**src/rtl/rle_pkg.sv**
```systemverilog
package rle_pkg;
   localparam int LEN_W = 7;
   localparam int RUN_W = LEN_W + 1;

   typedef enum logic [2:0] {
      ST_IDLE,
      ST_HDR,
      ST_TOKEN,
      ST_SPANCOL,
      ST_LITCOL,
      ST_EMIT,
      ST_DONE
   } rle_state_e;

   // length field of a token byte, zero standing for the largest run
   function automatic logic [RUN_W-1:0] run_len(input logic [7:0] tok);
      if (tok[LEN_W-1:0] == '0) run_len = RUN_W'(1 << LEN_W);
      else                      run_len = {1'b0, tok[LEN_W-1:0]};
   endfunction
endpackage

```
**src/rtl/rle_raster_cnt.sv**
```systemverilog
module rle_raster_cnt #(
   parameter int COORD_W = 16
) (
   input  logic               clk,
   input  logic               rst_n,
   input  logic               clr,
   input  logic               step,
   input  logic [COORD_W-1:0] width,
   input  logic [COORD_W-1:0] height,
   output logic [COORD_W-1:0] col,
   output logic [COORD_W-1:0] row,
   output logic               last
);
   logic row_end;
   assign row_end = (col == width - COORD_W'(1));
   assign last    = row_end && (row == height - COORD_W'(1));

   always_ff @(posedge clk or negedge rst_n) begin
      if (!rst_n) begin
         col <= '0;
         row <= '0;
      end else if (clr) begin
         col <= '0;
         row <= '0;
      end else if (step) begin
         if (row_end) begin
            col <= '0;
            row <= row + COORD_W'(1);
         end else begin
            col <= col + COORD_W'(1);
         end
      end
   end
endmodule

```
**src/rtl/rle_coord_map.sv**
```systemverilog
module rle_coord_map #(
   parameter int COORD_W = 16,
   parameter bit FLIP_EN = 1'b1
) (
   input  logic [COORD_W-1:0] col,
   input  logic [COORD_W-1:0] row,
   input  logic [COORD_W-1:0] width,
   input  logic [COORD_W-1:0] height,
   input  logic               flip_h,
   input  logic               flip_v,
   input  logic [COORD_W-1:0] x_off,
   input  logic [COORD_W-1:0] y_off,
   input  logic [COORD_W-1:0] clip_w,
   input  logic [COORD_W-1:0] clip_h,
   output logic [COORD_W-1:0] dst_x,
   output logic [COORD_W-1:0] dst_y,
   output logic               in_clip
);
   logic [COORD_W-1:0] mx, my;
   logic [COORD_W:0]   sx, sy;

   generate
      if (FLIP_EN) begin : g_flip
         assign mx = flip_h ? (width  - COORD_W'(1) - col) : col;
         assign my = flip_v ? (height - COORD_W'(1) - row) : row;
      end else begin : g_noflip
         logic unused_flip;
         assign unused_flip = flip_h ^ flip_v ^ (^width) ^ (^height);
         assign mx = col;
         assign my = row;
      end
   endgenerate

   // one extra bit so an offset pushing past the top is clipped, not wrapped
   assign sx      = {1'b0, x_off} + {1'b0, mx};
   assign sy      = {1'b0, y_off} + {1'b0, my};
   assign in_clip = (sx < {1'b0, clip_w}) && (sy < {1'b0, clip_h});
   assign dst_x   = sx[COORD_W-1:0];
   assign dst_y   = sy[COORD_W-1:0];
endmodule

```
**src/rtl/rle_blit_decoder.sv**
```systemverilog
module rle_blit_decoder
   import rle_pkg::*;
#(
   parameter int          COORD_W      = 16,
   parameter logic [7:0]  TRANSP_COLOR = 8'h00,
   parameter bit          FLIP_EN      = 1'b1
) (
   input  logic               clk,
   input  logic               rst_n,
   input  logic               start,
   input  logic               flip_h,
   input  logic               flip_v,
   input  logic               mask_en,
   input  logic [COORD_W-1:0] x_off,
   input  logic [COORD_W-1:0] y_off,
   input  logic [COORD_W-1:0] clip_w,
   input  logic [COORD_W-1:0] clip_h,
   input  logic               in_valid,
   output logic               in_ready,
   input  logic [7:0]         in_byte,
   output logic               px_valid,
   input  logic               px_ready,
   output logic [COORD_W-1:0] px_x,
   output logic [COORD_W-1:0] px_y,
   output logic [7:0]         px_color,
   output logic               done
);
   localparam int HDR_W = 16;

   generate
      if (COORD_W < HDR_W) begin : g_bad_coord_w
         $error("rle_blit_decoder: COORD_W must hold a 16-bit header word");
      end
   endgenerate

   rle_state_e          st;
   logic [1:0]          hdr_idx;
   logic [7:0]          w_lo, h_lo;
   logic [COORD_W-1:0]  img_w, img_h;
   logic [RUN_W-1:0]    run_left;
   logic                run_lit;
   logic [7:0]          pix_col;

   logic [COORD_W-1:0]  col, row;
   logic                last_px, in_clip, vis, accept, step;

   assign in_ready = (st == ST_HDR) || (st == ST_TOKEN) || (st == ST_SPANCOL) ||
                     (st == ST_LITCOL) || (st == ST_DONE);
   assign accept   = in_valid && in_ready;
   assign vis      = in_clip && !(mask_en && (pix_col == TRANSP_COLOR));
   assign px_valid = (st == ST_EMIT) && vis;
   assign step     = (st == ST_EMIT) && (!vis || px_ready);
   assign px_color = pix_col;
   assign done     = (st == ST_DONE);

   always_ff @(posedge clk or negedge rst_n) begin
      if (!rst_n) begin
         st       <= ST_IDLE;
         hdr_idx  <= '0;
         w_lo     <= '0;
         h_lo     <= '0;
         img_w    <= '0;
         img_h    <= '0;
         run_left <= '0;
         run_lit  <= 1'b0;
         pix_col  <= '0;
      end else if (start) begin
         st      <= ST_HDR;
         hdr_idx <= '0;
      end else begin
         case (st)
            ST_HDR: if (accept) begin
               hdr_idx <= hdr_idx + 2'd1;
               case (hdr_idx)
                  2'd0: w_lo  <= in_byte;
                  2'd1: img_w <= COORD_W'({in_byte, w_lo});
                  2'd2: h_lo  <= in_byte;
                  default: begin
                     img_h <= COORD_W'({in_byte, h_lo});
                     st    <= ((img_w == '0) || ({in_byte, h_lo} == 16'd0)) ? ST_DONE : ST_TOKEN;
                  end
               endcase
            end
            ST_TOKEN: if (accept) begin
               run_left <= run_len(in_byte);
               run_lit  <= in_byte[7];
               st       <= in_byte[7] ? ST_LITCOL : ST_SPANCOL;
            end
            ST_SPANCOL, ST_LITCOL: if (accept) begin
               pix_col <= in_byte;
               st      <= ST_EMIT;
            end
            ST_EMIT: if (step) begin
               run_left <= run_left - RUN_W'(1);
               if (last_px)                    st <= ST_DONE;
               else if (run_left == RUN_W'(1)) st <= ST_TOKEN;
               else if (run_lit)               st <= ST_LITCOL;
            end
            default: ;
         endcase
      end
   end

   rle_raster_cnt #(.COORD_W(COORD_W)) u_raster (
      .clk(clk), .rst_n(rst_n), .clr(start), .step(step),
      .width(img_w), .height(img_h),
      .col(col), .row(row), .last(last_px)
   );

   rle_coord_map #(.COORD_W(COORD_W), .FLIP_EN(FLIP_EN)) u_map (
      .col(col), .row(row), .width(img_w), .height(img_h),
      .flip_h(flip_h), .flip_v(flip_v),
      .x_off(x_off), .y_off(y_off), .clip_w(clip_w), .clip_h(clip_h),
      .dst_x(px_x), .dst_y(px_y), .in_clip(in_clip)
   );
endmodule

```
**config.mk**
```make
export PLATFORM = sky130hd
export DESIGN_NAME = rle_blit_decoder
export DESIGN_NICKNAME = d
export VERILOG_FILES = /design/src/rtl/rle_pkg.sv /design/src/rtl/rle_raster_cnt.sv /design/src/rtl/rle_coord_map.sv /design/src/rtl/rle_blit_decoder.sv
export SDC_FILE = /design/constraint.sdc
export NUM_CORES = 1
export LEC_CHECK = 0
export CORE_ASPECT_RATIO = 0.9
export CORE_UTILIZATION = 50
export CTS_CLUSTER_DIAMETER = 40
export DETAILED_ROUTE_END_ITERATION = 8
export DONT_BUFFER_PORTS = 1
export GPL_TIMING_DRIVEN = 0
export PLACE_DENSITY = 0.63
export SLEW_MARGIN = 20
export SYNTH_ARGS = -nofsm -noshare
export SYNTH_HDL_FRONTEND = slang
export SYNTH_SLANG_ARGS = --single-unit
```
**constraint.sdc**
```tcl
create_clock -name clk -period 9 [get_ports clk]
set_input_delay 1.35 -clock clk [delete_from_list [all_inputs] [get_ports clk]]
set_output_delay 1.35 -clock clk [all_outputs]
set_load 0.05 [all_outputs]
```
After elaboration in Yosys (flattened, before gate mapping)

Cells that the tools add are included.
Widths: inputs -> output; s select.

Bits of input ports: 80
Output and inout port bits: 43
Register bits: 102
Word-level logic and storage cells: 109

Reductions and logical operators: 38
Eq/ne operators: 19
Bitwise gates (word level): 2
Mux-type cells: 27
$lt $le $gt $ge: 2
Add/sub/neg operators: 10

Operators with widths:

| kind                  | number |
|---|---|
| $mux 16               | 8 |
| $add 16x16->17        | 2 |
| $lt 17x16->1          | 2 |
| $mux 3                | 11 |
| $add 16x1->16 const B | 2 |
| $eq 16x16->1          | 2 |
| $logic_not 16->1      | 2 |
| $sub 16x1->16 const B | 2 |
| $sub 16x16->16        | 2 |
| $mux 8                | 3 |
| $reduce_and 4->1      | 5 |
| $pmux 8 s2            | 1 |
| $ne 3x3->1 const B    | 5 |
| $pmux 3 s4            | 1 |
| $reduce_bool 2->1     | 5 |
| $eq 3x3->1 const B    | 3 |
| $eq 8x1->1 const B    | 1 |
| $logic_not 8->1       | 1 |
| $sub 8x1->8 const B   | 1 |
| $logic_and 1x1->1     | 7 |
| $logic_not 7->1       | 1 |
| $reduce_and 7->1      | 1 |
| $eq 3x2->1 const B    | 2 |
| $logic_or 1x1->1      | 6 |
| 15 further kinds      | 22 |

Longest topological paths before layout

Gate-level depths: netlist of run 1.

Depth after elaboration: 13
Mapped depth: 34
Gate-level depth less buffers: 32

Hierarchy

Synthesis of run 1 repeated with hierarchy kept, for this count alone.

Cells, all modules: 1183
Area, all modules: 10211.0 sq um

Modules (own cells, without submodules):

| module           | times used | area each (sq um) | cells each |
|---|---|---|---|
| rle_coord_map    | 1          | 4102.7            | 572 |
| rle_blit_decoder | 1          | 3195.6            | 264 |
| rle_raster_cnt   | 1          | 2912.8            | 347 |

Worst setup path after synthesis of run 1

No wires, ideal clock.

Kind: input to output
Start point: input port flip_h
End point: output port px_valid
Required time: 7650 ps
Path slack: 1035 ps
Arrival time: 6615 ps
Stages on the path: 22
Buffers on the path: 2
Cells stage by stage: clkbuf_1 clkbuf_1 nor2_1 a21oi_1 ha_1 inv_1 fa_1 nor2b_1 o2111ai_1 a31oi_1 o21a_1 a21o_1 a21oi_1 xnor2_1 ha_1 a21oi_1 o21ai_0 or3_1 o221ai_1 a21o_1 o2111ai_1 nor2_1

Word-level cells in the longest chain between the ends: 6

RTL lines:

| what              | RTL line               | source |
|---|---|---|
| start, declared   | rle_blit_decoder.sv:11 | `input logic flip_h,` |
| $mux 16           | rle_coord_map.sv:24    | `assign mx = flip_h ? (width - COORD_W'(1) - col) : col;` |
| $add 16x16->17    | rle_coord_map.sv:35    | `assign sx = {1'b0, x_off} + {1'b0, mx};` |
| net px_x[12]      | rle_blit_decoder.sv:23 | `output logic [COORD_W-1:0] px_x,` |
| $lt 17x16->1      | rle_coord_map.sv:37    | `assign in_clip = (sx < {1'b0, clip_w}) && (sy < {1'b0, clip_h});` |
| $logic_and 1x1->1 | rle_coord_map.sv:37    |  |
| $logic_and 1x1->1 | rle_blit_decoder.sv:50 | `assign vis = in_clip && !(mask_en && (pix_col == TRANSP_COLOR));` |
| $logic_and 1x1->1 | rle_blit_decoder.sv:51 | `assign px_valid = (st == ST_EMIT) && vis;` |
| end, declared     | rle_blit_decoder.sv:21 | `output logic px_valid,` |

The timed path passes the listed nets, and every way through them passes these cells.

Worst setup path after layout of run 1

Start point: register img_w[0]
End point: output port px_valid

Word-level cells in the longest chain between the ends: 8

RTL lines:

| what                   | RTL line               | source |
|---|---|---|
| start, declared        | rle_blit_decoder.sv:39 | `logic [COORD_W-1:0] img_w, img_h;` |
| start signal, assigned | rle_blit_decoder.sv:76 | `2'd1: img_w <= COORD_W'({in_byte, w_lo});` |
| $sub 16x1->16          | rle_coord_map.sv:24    |  |
| $sub 16x16->16         | rle_coord_map.sv:24    |  |
| $mux 16                | rle_coord_map.sv:24    |  |
| $add 16x16->17         | rle_coord_map.sv:35    |  |
| net px_x[15]           | rle_blit_decoder.sv:23 |  |
| $lt 17x16->1           | rle_coord_map.sv:37    |  |
| $logic_and 1x1->1      | rle_coord_map.sv:37    |  |
| $logic_and 1x1->1      | rle_blit_decoder.sv:50 |  |
| $logic_and 1x1->1      | rle_blit_decoder.sv:51 |  |

The timed path passes the listed nets, and every way through them passes these cells.

==> results by group, run 1 <==
Setup path
  – Worst Setup Path Type: flip-flop to output port
  – Crit path launch type: flip-flop
  – CP Capture Type: output port
  – Crit path max fanout: 7
  – Critical path arrival: approximately 7 ns
  – Reg2reg end: run_left[1]
  – Reg2Reg Setup Slack: around 1.5 ns
  – Critical path required time: ~7.7 ns
  – R2r startpoint: img_w[0]
  – R2R depth: 29

Detailed routing
  – Pre-antenna DRT Iters: 5
  – Remaining DRCs: 0
  – First-iteration detailed-routing DRC count: about 430
  – Vias per inst: roughly 5.7
  – Final wirelength: 21.8 mm
  – Via count of the routed design: 7628
  – Wirelength per Cell: around 16 µm
  – Post-route ant nets: 0

Place
  – Pre-CTS setup slack: -0.285 ns
  – DP HPWL: between 15 and 20 mm
  – RD Place Congestion: 0.873
  – Port Buffer Count: 0

CTS
  – # clock sinks: 102
  – CTS buffer count: 9
  – Worst-path clk slew: approximately 0.07 ns
  – Worst-Skew Late Latency: between 0.3 and 0.4 ns
  – TritonCTS clock tree: yes
  – CTS Root Cell: clkbuf_16
  – Hold Buf Count CTS: 0
  – CTS Buffer Depth: 2
  – H-tree Lvls: 3
  – Post-CTS Setup Inserts: 0

Global route
  – Overall routing resource usage: 0.232
  – Initial antenna violation count: 0
  – Vias in the first global route: 6884
  – Pin count of the biggest net entering global routing: ~100
  – First-pass GRT wire length: 35.0 mm
  – Grt total ovfl: 0

Synthesis
  – Area share of the largest cell type after synthesis: 0.277
  – Prevailing post-synth register cell: dfrtp_1
  – Sequential cell area fraction in the yosys report: 0.277
  – Mapped Area: approximately 9200 µm²
  – Mapped Nets: approximately 1300
  – Post-synthesis register bit count: approximately 100
  – Area contributors post-synth: dfrtp_1 (28%), ha_1 (14%), mux2_2 (7.0%)
  – Dominant cell type by area after synthesis: dfrtp_1
  – Fraction of registers with async set or reset after synthesis: 1.00
  – Synthesized instance count: between 1000 and 1500
  – EDFF count, synth: 0
  – Synthesis warning total: 0
  – Syn avg cell area: ~8.4 µm²
  – Unique masters post-synth: between 60 and 70

Min path
  – WHS Path Cells: 1
  – Worst Hold Class: flip-flop to flip-flop
  – HP Start: w_lo[2]
  – Worst Hold Path EP: img_w[2]

Timing
  – RSZ-0062 raised after global routing: false
  – Worst-margin pin slew: 1.18 ns
  – Setup TNS: 0 ns
  – Fmax: 0.117 GHz
  – Hold slack: about 0.5 ns
  – Slew margin rel.: 0.207
  – Final Setup Violations: 0
  – Hold Fails Final Rpt: 0
  – Fin crit period: 8.56 ns
  – Setup Skew: a little over 0.007 ns
  – Crit share post-route: 0.951
  – Final WS setup: approximately 0.44 ns
  – Fin. max-slew vios: 0

Layout
  – Final nets: ~1300
  – Filler instances: approximately 1600
  – Layout area overhead: 8.57%
  – Core Util, Final: 0.561
  – Layout cells sized above 1: 0.110
  – N_diodes: 0
  – Highest-count cells in the layout ignoring fill and taps: ha_1 (104), nand2_1 (102), dfrtp_1 (102), inv_1 (96), nor2_1 (84)
  – Most common cell after layout, fill and taps aside: ha_1

Floorplan
  – Core Rows: 46
  – Number of I/O pins: between 100 and 150
  – Core Region: about 18000 µm²
  – Die Ht: 131 µm
  – Die Span X: about 150 µm
  – Initial core utilization: 0.517
  – Die area: approximately 19000 µm²

Run status
  – Status: finished, final reports clean

Run
  – Max cap viols: 0
[metal layers]
| layer | share of wire | global-route usage | up-vias | wire length, µm |
|---|---|---|---|---|
| li1 | - | - | 3914 | - |
| met5 | 0 | 0 | - | 0 |
| met3 | 0.049 | 0.0424 | 15 | 1080 |
| met1 | 0.52 | 0.341 | 3534 | 11300 |
| met4 | 0.0084 | 0.0508 | 0 | 184 |
| met2 | 0.42 | 0.355 | 165 | 9210 |
[kinds of logic (layout without fill, tap and decap cells)]
kind of cell | after synthesis | in the layout | share of synthesized area
adders and majority gates | 108 | 108 | 0.150
xor gates and xnor gates | 88 | 88 | 0.0836
AOI/OAI and AO/OA | 246 | 246 | 0.163
and+or+nand+nor | 363 | 363 | 0.196
muxes | 65 | 65 | 0.0783
DFF | 102 | 102 | 0.277
buffers and inverters | 124 | 138 | 0.0526
[flip-flops by register name, indices dropped and copies added, names as in the netlist, 8 cells and up]
| name | cells |
|---|---|
| w_lo | 8 |
| px_color | 8 |
| img_h | 16 |
| u_raster.row | 16 |
| img_w | 16 |
| run_left | 8 |
| u_raster.col | 16 |
| h_lo | 8 |
[cell usage after synthesis, drive strengths merged, types with 7 or more instances]
library cell and number:
dfrtp 102, or2 10, o21bai 7, a211oi 8
nor4 18, or3 10, and3 14, nor4b 8
clkbuf 21, mux2i 8, mux2 57, nand4 10
nor3b 7, buf 7, nor2b 13, ha 104
a31oi 7, a21oi 78, xnor2 54, a21o 20
nand2b 13, xor2 34, nand3 27, nor2 85
o21a 9, nand2 102, inv 96, nor3 32
o21ai 72
[timing repair]
action | CTS | global route
pin swaps | 1 | 1
endpoints found under the setup margin | 1 | 1
gates resized for setup | 6 | 5
[how the worst max path moves through the flow]
stage	startpoint	end	slack (ns)	cells after the start
2_1_floorplan	flip_h	px_valid	1.04	22
3_3_place_gp	img_w[0]	px_valid	-0.32	26
3_5_place_dp	img_w[0]	px_valid	-0.28	26
4_1_cts	img_h[3]	px_valid	0.12	28
5_1_grt	img_w[0]	px_valid	0.04	26
6_report	img_w[0]	px_valid	0.44	26
[final cells by class]
| type | count | area [µm²] | area share |
|---|---|---|---|
| Buffer | 28 | 125 | 0.0125 |
| Inverter | 96 | 360 | 0.0360 |
| Multi-Input combinational cell | 870 | 6410 | 0.640 |
| Clock buffer | 9 | 225 | 0.0225 |
| Clock inverter | 5 | 45.0 | 0.00450 |
| Sequential cell | 102 | 2550 | 0.255 |
| Tap cell | 240 | 300 | 0.0300 |
[worst max-delay path: stages (launching register included)]
cell       delay (ns)
dfrtp_1          0.45
inv_1            0.08
ha_1             0.17
nand2_1          0.10
or4_1            0.50
nor2_1           0.15
xor2_1           0.26
ha_1             0.36
and3_1           0.22
a221o_1          0.36
o41ai_4          0.30
xnor2_1          0.16
nand2_1          0.06
o21ai_0          0.09
ha_1             0.31
or2_2            0.31
a21oi_1          0.15
a21oi_1          0.09
a21o_1           0.21
a21oi_1          0.24
xnor2_2          0.27
ha_1             0.26
or4_1            0.57
a31oi_4          0.30
o2111a_1         0.29
o2111ai_4        0.24
nor2_4           0.35
[per-stage QoR]
| step | instance area (µm²) | instances |
|---|---|---|
| detailed placement | 9560 | 1336 |
| global placement | 9520 | 1336 |
| finish | 10000 | 1350 |
| CTS | 9870 | 1350 |
| floorplan | 9220 | 1096 |
| global route | 10000 | 1350 |
Power of run 1 is not shown: default switching activity piles up to over one toggle a cycle in this logic, so the estimate is an artifact.
==> run 2, diff against run 1 <==
Settings changed: ABC_AREA from default to 1, CAP_MARGIN from default to 20.
==> results by group, run 2 <==
CTS
  – CTS Root Cell: clkbuf_16
  – H-tree Lvls: 3 (unchanged)
  – TritonCTS clock tree: yes
  – Hold Buf Count CTS: 0 (unchanged)
  – CTS Buffer Depth: 2 (unchanged)
  – Worst-path clk slew: 0.07 ns (about the same)
  – # clock sinks: 102 (unchanged)
  – Worst-Skew Late Latency: 0.36 ns (about the same)
  – CTS resizes: 0 (-6)
  – CTS buffer count: 9 (unchanged)
  – Post-CTS Setup Inserts: 0 (unchanged)

Synthesis
  – Mapped Nets: 1612 (+26%)
  – Count leader, synth: nand2_1
  – Synthesis warning total: 0 (unchanged)
  – Synthesized instance count: 1424 (+30%)
  – Dominant cell type by area after synthesis: dfrtp_1
  – Fraction of registers with async set or reset after synthesis: 1.00 (unchanged)
  – Sequential cell area fraction in the yosys report: 0.259 (-0.0174)
  – Prevailing post-synth register cell: dfrtp_1
  – Syn avg cell area: 6.91 µm² (-18%)
  – Mapped Area: 9840 µm² (+6.7%)
  – Synth top cells by count: nand2_1 (332), inv_1 (208), nor2_1 (127), ha_1 (104), dfrtp_1 (102)
  – Area share of the largest cell type after synthesis: 0.259 (-0.0174)
  – Unique masters post-synth: 47 (-25%)
  – Post-synthesis register bit count: 102 (unchanged)
  – EDFF count, synth: 0 (unchanged)
  – Area contributors post-synth: dfrtp_1 (26%), ha_1 (13%), nand2_1 (13%)

Floorplan
  – Initial core utilization: 0.512 (-0.00486)
  – Die area: 20300 µm² (+6.6%)
  – Die Span X: 150 µm (+3.3%)
  – Die Ht: 135 µm (+3.2%)
  – Core Rows: 48 (+4.3%)
  – Number of I/O pins: 123 (unchanged)
  – Core Region: 19200 µm² (+7.7%)

Detailed routing
  – Remaining DRCs: 0 (unchanged)
  – Pre-antenna DRT Iters: 5 (unchanged)
  – Via count of the routed design: 9044 (+19%)
  – Post-route ant nets: 0 (unchanged)
  – Final wirelength: 25.2 mm (+16%)
  – First-iteration detailed-routing DRC count: 567 (+31%)
  – Vias per inst: 5.35 (-5.4%)
  – Wirelength per Cell: 14.9 µm (-7.7%)

Timing
  – Setup TNS: 0 ns (unchanged)
  – Hold Fails Final Rpt: 0 (unchanged)
  – Worst-margin pin slew: 1.11 ns (-0.0712 ns)
  – Crit share post-route: 0.870 (-0.0816)
  – RSZ-0062 raised after global routing: false
  – Fmax: 0.128 GHz (+9.4%)
  – Setup Skew: 0.00723 ns (+0.000164 ns)
  – Final Setup Violations: 0 (unchanged)
  – Fin. max-slew vios: 0 (unchanged)
  – Fin crit period: 7.83 ns (-0.734 ns)
  – Slew margin rel.: 0.258 (+0.0506)

Setup path
  – Most used cell along the critical path: nand2_1
  – Critical path arrival: 6.48 ns (-0.73 ns)
  – Critical path required time: 7.65 ns (about the same)
  – CP Capture Type: output port
  – Slowest-stage cell, CP: xor2_1
  – Crit path launch type: flip-flop
  – Worst Setup Path Type: flip-flop to output port
  – CP max stage delay: 0.86 ns (+0.29 ns)
  – Crit path max fanout: 4 (-3)

Layout
  – Highest-count cells in the layout ignoring fill and taps: nand2_1 (332), inv_1 (208), nor2_1 (127), ha_1 (104), dfrtp_1 (102)
  – Layout cells sized above 1: 0.0596 (-0.0503)
  – N_diodes: 0 (unchanged)
  – Most common cell after layout, fill and taps aside: nand2_1
  – Final nets: 1625 (+25%)
  – Layout area overhead: 7.23%
  – Filler instances: 1919 (+17%)

Pwr
  – Pwr dens: between 200 and 300 nW/µm²
  – Peak ir drop on the vdd network: roughly 200 µV
  – Power, Total: about 0.0028 W
  – Static leakage: roughly 5.5 nW

Place
  – DP HPWL: 20.3 mm (+17%)
  – RD Place Congestion: 0.887 (+1.7%)
  – Port Buffer Count: 0 (unchanged)

Global route
  – Vias in the first global route: 8329 (+21%)
  – Grt total ovfl: 0 (unchanged)
  – Pin count of the biggest net entering global routing: 103 (unchanged)
  – Initial antenna violation count: 0 (unchanged)
  – Overall routing resource usage: 0.254 (+0.0213)
  – First-pass GRT wire length: 40.6 mm (+16%)

Min path
  – Worst Hold Class: flip-flop to flip-flop

Run status
  – Status: finished, final reports clean

Run
  – Max cap viols: 0 (unchanged)
==> run 2: layer usage <==
metal,share of wire,vias up,track usage
li1,-,4670,-
met2,0.42,265,0.383
met3,0.069,26,0.0422
met1,0.50,4083,0.374
met4,0.013,0,0.0617
met5,0,-,0
==> run 2: final timing paths <==
| kind | startpoint | end | slack (ns) | depth (start not counted) |
|---|---|---|---|---|
| max | img_h[0] | px_valid | 1.17 | 27 |
| min | u_raster.row[4] | u_raster.row[4] | 0.51 | 2 |
| max reg2reg | img_w[0] | run_left[3] | 2.53 | 36 |
| min reg2reg | u_raster.row[4] | u_raster.row[4] | 0.51 | 2 |
| max in group asynchronous | rst_n | u_raster.row[11] | 8.16 | 0 |
| min in group asynchronous | rst_n | w_lo[6] | 0.68 | 0 |
==> run 2: where the power goes <==
part           switching [W]  internal [W]  total, W
clock               0.000191      0.000229  0.000419
combinational        0.00115      0.000489   0.00164
sequential          0.000164      0.000557  0.000721
total                0.00151       0.00127   0.00278
==> run 2: cell families (layout without fill, tap and decap cells) <==
| group | Yosys count | in the layout | synth area share |
|---|---|---|---|
| simple gates | 643 | 643 | 0.284 |
| buf+inv | 239 | 257 | 0.0974 |
| fa+ha+maj | 108 | 108 | 0.140 |
| flops | 102 | 102 | 0.259 |
| xor+xnor | 87 | 87 | 0.0774 |
| compound gates | 240 | 240 | 0.134 |
| mux | 5 | 5 | 0.00763 |
==> run 2: area by class of cell <==
cell class	instances	area, µm²	area share
tap	250	313	0.0296
sequential	102	2550	0.242
buffer	25	155	0.0147
timing repair buffer	2	11.3	0.00107
clock inverter	6	76.3	0.00723
inverter	214	803	0.0761
clock buffer	10	239	0.0226
multi-input combinational	1083	6400	0.607
==> run 2: critical path, delay by kind of cell, from the launching register on <==
family	cells	cell delay (ns)
buf+inv	1	0.08
xor+xnor	2	1.03
compound gates	9	1.76
flops	1	0.39
fa+ha+maj	4	1.34
simple gates	11	1.51
==> run 2: stage by stage <==
stage          instances  hold slack, ns   util  area, µm²  setup slack (ns)
2_1_floorplan       1424           0.454      -       9840              1.77
3_3_place_gp        1674           0.480  0.528      10200              1.09
3_5_place_dp        1676           0.490  0.530      10200              1.49
4_1_cts             1692           0.507  0.546      10500              1.09
5_1_grt             1692           0.544  0.549      10600             0.609
6_report            1692           0.514  0.549      10600              1.17
No activity file was read; power rests on OpenSTA's default activity.
==> run 3, diff against run 2 <==
Settings changed: ABC_CLOCK_PERIOD_IN_PS from default to 9000.
==> results of run 3 <==
Same layout as run 2: the final DEF is identical, and so are final timing and power.
